`config.mk`:
```
export PLATFORM = sky130hd
export DESIGN_NAME = opbank_top
export DESIGN_NICKNAME = d
export VERILOG_FILES = /design/src/rtl/opbank_pkg.sv /design/src/rtl/opbank_dcell.sv /design/src/rtl/opbank_bank.sv /design/src/rtl/opbank_rdsel.sv /design/src/rtl/opbank_top.sv
export SDC_FILE = /design/constraint.sdc
export NUM_CORES = 1
export LEC_CHECK = 0
export CORE_MARGIN = 5
export CORE_UTILIZATION = 35
export CTS_CLUSTER_DIAMETER = 50
export DETAILED_ROUTE_END_ITERATION = 8
export HOLD_SLACK_MARGIN = 0.15
export PLACE_DENSITY = 0.66
export SYNTH_ARGS = -nofsm -noshare
export SYNTH_HDL_FRONTEND = slang
export SYNTH_SLANG_ARGS = --single-unit
```
`constraint.sdc`:
```
create_clock -name clk -period 1.2 [get_ports clk]
set_input_delay 0.24 -clock clk [delete_from_list [all_inputs] [get_ports clk]]
set_output_delay 0.24 -clock clk [all_outputs]
set_load 0.03 [all_outputs]
```
`src/rtl/opbank_pkg.sv`:
```
package opbank_pkg;
  localparam int WORD_W = 32;
  localparam int NREGS  = 4;

  typedef logic [WORD_W-1:0] word_t;

  // Clear the most significant (sign) bit when requested.
  function automatic word_t clear_sign(input word_t w, input logic req);
    word_t r;
    r = w;
    if (req) r[WORD_W-1] = 1'b0;
    return r;
  endfunction

  // Rising-half update of a dual-edge pair: keeps q = rise ^ fall.
  function automatic word_t pair_encode(input word_t d, input word_t other);
    return d ^ other;
  endfunction
endpackage

```
`src/rtl/opbank_dcell.sv`:
```
module opbank_dcell
  import opbank_pkg::*;
#(
  parameter int W = WORD_W
) (
  input  logic         clk,
  input  logic         rst_n,
  input  logic         rise_en,
  input  logic [W-1:0] rise_d,
  input  logic         fall_en,
  input  logic [W-1:0] fall_d,
  output logic [W-1:0] q
);
  // Two single-edge halves whose XOR is the stored word.
  logic [W-1:0] half_r;
  logic [W-1:0] half_f;

  always_ff @(posedge clk or negedge rst_n) begin
    if (!rst_n)       half_r <= '0;
    else if (rise_en) half_r <= rise_d ^ half_f;
  end

  always_ff @(negedge clk or negedge rst_n) begin
    if (!rst_n)       half_f <= '0;
    else if (fall_en) half_f <= fall_d ^ half_r;
  end

  assign q = half_r ^ half_f;
endmodule

```
`src/rtl/opbank_bank.sv`:
```
module opbank_bank
  import opbank_pkg::*;
#(
  parameter int W = WORD_W,
  parameter int N = NREGS
) (
  input  logic                clk,
  input  logic                rst_n,
  input  logic [N-1:0]        rise_en,
  input  logic [W-1:0]        rise_d,
  input  logic [N-1:0]        fall_en,
  input  logic [W-1:0]        fall_d,
  output logic [N-1:0][W-1:0] regs
);
  for (genvar k = 0; k < N; k++) begin : g_cell
    opbank_dcell #(.W(W)) u_cell (
      .clk     (clk),
      .rst_n   (rst_n),
      .rise_en (rise_en[k]),
      .rise_d  (rise_d),
      .fall_en (fall_en[k]),
      .fall_d  (fall_d),
      .q       (regs[k])
    );
  end
endmodule

```
`src/rtl/opbank_rdsel.sv`:
```
module opbank_rdsel
  import opbank_pkg::*;
#(
  parameter int W = WORD_W,
  parameter int N = NREGS,
  localparam int SW = $clog2(N)
) (
  input  logic                clk,
  input  logic                rst_n,
  input  logic [SW-1:0]       sel,
  input  logic                abs_req,
  input  logic [N-1:0][W-1:0] regs,
  output logic [SW-1:0]       sel_q,
  output logic                abs_q,
  output logic [W-1:0]        opnd
);
  always_ff @(posedge clk or negedge rst_n) begin
    if (!rst_n) begin
      sel_q <= '0;
      abs_q <= 1'b0;
    end else begin
      sel_q <= sel;
      abs_q <= abs_req;
    end
  end

  // Combinational after the registered select: same-edge feed-through.
  assign opnd = clear_sign(regs[sel_q], abs_q);
endmodule

```
`src/rtl/opbank_top.sv`:
```
module opbank_top
  import opbank_pkg::*;
#(
  parameter int W = WORD_W,
  parameter int N = NREGS,
  localparam int SW = $clog2(N)
) (
  input  logic          clk,
  input  logic          rst_n,
  input  logic          single_port,
  input  logic [W-1:0]  port_a,
  input  logic [W-1:0]  port_b,
  input  logic [N-1:0]  ld_a,
  input  logic [N-1:0]  ld_b,
  input  logic [SW-1:0] rd_a,
  input  logic [SW-1:0] rd_b,
  input  logic          abs_a,
  input  logic          abs_b,
  output logic [W-1:0]  opnd_a,
  output logic [W-1:0]  opnd_b
);
  // Named internal events for the checker.
  logic [N-1:0]        a_rise_en;
  logic [N-1:0]        b_rise_en;
  logic [N-1:0]        b_fall_en;   // sampled at rising edge, used at falling edge
  logic [N-1:0][W-1:0] a_regs;
  logic [N-1:0][W-1:0] b_regs;
  logic [SW-1:0]       rd_a_q;
  logic [SW-1:0]       rd_b_q;
  logic                abs_a_q;
  logic                abs_b_q;

  assign a_rise_en = ld_a;
  assign b_rise_en = single_port ? '0 : ld_b;

  always_ff @(posedge clk or negedge rst_n) begin
    if (!rst_n) b_fall_en <= '0;
    else        b_fall_en <= single_port ? ld_b : '0;
  end

  opbank_bank #(.W(W), .N(N)) u_bank_a (
    .clk     (clk),
    .rst_n   (rst_n),
    .rise_en (a_rise_en),
    .rise_d  (port_a),
    .fall_en ('0),
    .fall_d  ('0),
    .regs    (a_regs)
  );

  opbank_bank #(.W(W), .N(N)) u_bank_b (
    .clk     (clk),
    .rst_n   (rst_n),
    .rise_en (b_rise_en),
    .rise_d  (port_b),
    .fall_en (b_fall_en),
    .fall_d  (port_a),
    .regs    (b_regs)
  );

  opbank_rdsel #(.W(W), .N(N)) u_rd_a (
    .clk     (clk),
    .rst_n   (rst_n),
    .sel     (rd_a),
    .abs_req (abs_a),
    .regs    (a_regs),
    .sel_q   (rd_a_q),
    .abs_q   (abs_a_q),
    .opnd    (opnd_a)
  );

  opbank_rdsel #(.W(W), .N(N)) u_rd_b (
    .clk     (clk),
    .rst_n   (rst_n),
    .sel     (rd_b),
    .abs_req (abs_b),
    .regs    (b_regs),
    .sel_q   (rd_b_q),
    .abs_q   (abs_b_q),
    .opnd    (opnd_b)
  );
endmodule

```
; ---- Yosys cells after proc, flatten, opt, wreduce, memory -nomap -nowiden
; Index checks and enable logic that the tools add are counted.
[totals]
ff_bits = 394
word_cells = 39
[op_classes]
magnitude_cmp = 2
bitwise_logic = 12
mux = 8
[op_table]
columns = cell, count
row1 = XOR 32 bit, 12
row2 = binary-select mux 32 bit (select 2 bit), 2
row3 = 2-to-1 mux 32 bit, 2
row4 = 2-to-1 mux 4 bit, 2
row5 = "< comparator 2 x 3 -> 1 bit, second input constant", 2
row6 = 2-to-1 mux 1 bit, 2

; ---- Logic depth before layout (Yosys ltp)
[logic_depth]
word_depth = 4
ltp_mapped = 5
ltp_nobuf = 3

; ---- Hierarchy
; A second synthesis with hierarchy kept.
[unflattened]
hier_cells = 2515
area_unflattened_um2 = 29134.2
[by_module_without_submodules]
columns = module, area_each_um2, instances, cells_each
row1 = opbank_dcell, 3399.5, 8, 302
row2 = opbank_rdsel, 892.1, 2, 43
row3 = opbank_top, 153.9, 1, 13

==> results.json <==
{
  "final_common_cell": "dfrtp_1",
  "reg2regPathDepth": 3,
  "final_layout_size_suffix_gt1_share_pct": 48.3,
  "track_usage_pct": 18.1,
  "final_cell_mix": "dfrtp_1, buf_4, buf_6",
  "cap_violations": 0,
  "p_sw_share_pct": 32.5,
  "num_rows": 85,
  "area_growth_pct": 52.3,
  "synth.area.mux_share_pct": 15.0,
  "endpoint_kind": "output pin",
  "syn_area_um2": 19200,
  "num_vias": 14500,
  "grt_pass1_vias": 14900,
  "synthXorXnorAreaFrac_pct": 17.5,
  "vias_per_cell": 5.12,
  "r2r-start": "b_fall_en[2]",
  "status": "complete, but fails checks",
  "antenna_found_initial": 1,
  "synth_seq_cells": 394,
  "cp_max_fo": 2,
  "fin_hold_ws_ps": 178,
  "cp.depth": 3,
  "start_util_pct": 35.5,
  "p_int_mw": 37.2,
  "yosysWarnings": 0,
  "diodes": 0,
  "clk_pin_slew_worst_paths_ps": 60,
  "port_buffers": 144,
  "critPathArrivalTime_ps": 2430,
  "reg2reg_to": "u_bank_b.g_cell[2].u_cell.half_f[19]",
  "hold_depth": 3,
  "critPathLaunch": "u_bank_b.g_cell[3].u_cell.half_f[28]",
  "crit_family": "multiplexers",
  "overflow": 0,
  "cts_root_buf": "clkbuf_16",
  "worst_slack_ps": -1470,
  "synth-edff-count": 0,
  "cts_tree": "built",
  "p_comb_share_pct": 38.7,
  "clockBufferDepth": 3,
  "cts.sinks": 394,
  "drc": 0,
  "worstPathCellList": "xor2_1 > mux4_2 > buf_6",
  "worstMarginPinSlew_ps": 487,
  "ys.flop_type": "dfrtp_1",
  "first_iter_violations": 705,
  "dp_hpwl_mm": 35.4,
  "violations": "setup timing",
  "finalClockSkew_ps": 21.7,
  "clock_power_share_pct": 27.4,
  "cp.required_ps": 960,
  "crit_type": "reg2out",
  "worst-path-buf-inv": 1,
  "p_per_area_nw_per_um2": 1880,
  "fillers": 4284,
  "power_switching_mw": 17.9,
  "critical-path-slowest-cell": "mux4_2",
  "syn_nets": 1727,
  "seq_power_share_pct": 33.9,
  "insertion_delay_ps": 580,
  "rsz0062_at_grt": "yes",
  "relSlewSlack_pct": 67.4,
  "synth_top_family_by_area": "XOR/XNOR gates",
  "finalMaxSlewViolations": 0,
  "dpl_cell_area_um2": 23500,
  "drt_wl_total_mm": 61.9,
  "ys_async_sr_fraction_pct": 100,
  "ir_drop_mv": 1.56,
  "core_um2": 54100,
  "cp-start-kind": "flop",
  "die_h_um": 244,
  "cts.htree.levels": 2,
  "cts-buffers-inserted": 49,
  "synth-simple-area-share_pct": 5.32,
  "slowest_delay_ps": 550,
  "finalHoldViolations": 0,
  "r2r_slack_ps": -580,
  "postRouteAntennaNets": 0,
  "setup_viol": 320,
  "wl_per_cell_um": 21.9,
  "die-area_um2": 59700,
  "grt_max_degree": 41,
  "cellLeakagePower_nw": 12.3,
  "synthAdderAreaFrac_pct": 0,
  "dieWidth_um": 244,
  "io_pins": 145,
  "grt_first_pass_wirelength_mm": 85.1,
  "synth_compound_area_share_pct": 6.75,
  "dr.pass1.iters": 4,
  "setup.worst_path.end": "opnd_b[28]",
  "gp_congestion": 0.779,
  "hold_class": "in2reg",
  "ys_seq_area_share_pct": 51.3,
  "ys_types": 27,
  "post-route-cell-area_um2": 29300,
  "avgSynthCellArea_um2": 11.7,
  "finalNetCount": 2177,
  "syn_inst": 1646
}
[power groups by stage]
stage | logic [mW] | clock network [mW] | registers, mW
after floorplan | 9.14 | 0 | 18.5
after global placement | 15.0 | 0 | 18.4
after detailed placement | 15.5 | 0 | 18.6
after CTS | 17.7 | 15.3 | 18.5
after global routing | 22.6 | 15.9 | 18.9
final | 21.3 | 15.1 | 18.6
[state kept, by name, indices dropped and copies added (netlist names)]
register and cells:
u_bank_b.g_cell.u_cell.half_f 128, u_rd_b.abs_q 1, b_fall_en 4, u_rd_a.sel_q 2, u_bank_a.g_cell.u_cell.half_r 128, u_rd_a.abs_q 1, u_rd_b.sel_q 2, u_bank_b.g_cell.u_cell.half_r 128
[logic make-up after synthesis]
family                    Yosys count
AOI/OAI and AO/OA                 258
buffers and inverters             152
xor gates and xnor gates          384
and+or+nand+nor                   266
muxes                             192
DFF                               394
[how the worst min path moves through the flow]
stage | startpoint | endpoint | slack, ps
after CTS | ld_a[3] | u_bank_a.g_cell[3].u_cell.half_r[20] | 160
final | ld_a[3] | u_bank_a.g_cell[3].u_cell.half_r[18] | 180
after global routing | ld_a[3] | u_bank_a.g_cell[3].u_cell.half_r[18] | 170
after global placement | rst_n | u_bank_b.g_cell[0].u_cell.half_r[29] | 400
after floorplan | rst_n | b_fall_en[0] | -60
after detailed placement | rst_n | u_bank_b.g_cell[1].u_cell.half_r[29] | 390
[layout make-up]
cell class                      count  area, um2  area share [%]
Clock buffer                       74       1420            4.86
Clock inverter                     16        214           0.731
Inverter                            1       3.75          0.0128
Multi-Input combinational cell   1100      10400            35.6
Sequential cell                   394       9880            33.8
Tap cell                          696        871            2.98
Timing Repair Buffer              550       6440            22.0
[metal layers]
layer	up-vias	track usage (%)	wire length, um
met5	-	0	17
met1	7554	24.0	25400
li1	6396	-	-
met4	2	5.86	2090
met2	405	30.4	31100
met3	128	3.05	3220
[cells in the mapped netlist (all sizes together), types with 4 or more instances]
cell,number,share of area (%)
o21ai,128,3.3
buf,131,3.6
clkbuf,20,0.44
xnor2,260,12
a21oi,128,3.3
xor2,124,5.7
nand2b,4,0.13
mux4,63,7.5
nand2,128,2.5
dfrtp,266,35
dfrtn,128,17
nor2,128,2.5
and2,4,0.13
mux2,128,7.5
[per-stage QoR]
step | setup slack (ps) | cells | TNS, ps | utilization (%) | total power [mW]
5_1_grt | -1490 | 2831 | -186780 | 54.0 | 57.4
3_3_place_gp | -859 | 2598 | -179000 | 43.5 | 33.3
4_1_cts | -1440 | 2736 | -163020 | 49.5 | 51.5
6_report | -1470 | 2831 | -175660 | 54.0 | 55.0
3_5_place_dp | -870 | 2598 | -184740 | 43.5 | 34.0
2_1_floorplan | -709 | 1646 | -82190 | - | 27.6
[worst register-to-register path: stages (launching register included)]
cell and delay [ps]:
dfrtp_4 600, clkbuf_16 250, nor2_2 120, a21oi_2 40
[repair_timing]
item	4_1_cts	5_1_grt
pin swaps	52	118
gates cloned	9	16
hold buffers	10	0
setup buffers	50	123
endpoints found under the setup margin	320	358
endpoints found under the hold margin	241	0
gates resized for setup	271	386
No activity file was read; power rests on OpenSTA's default activity.
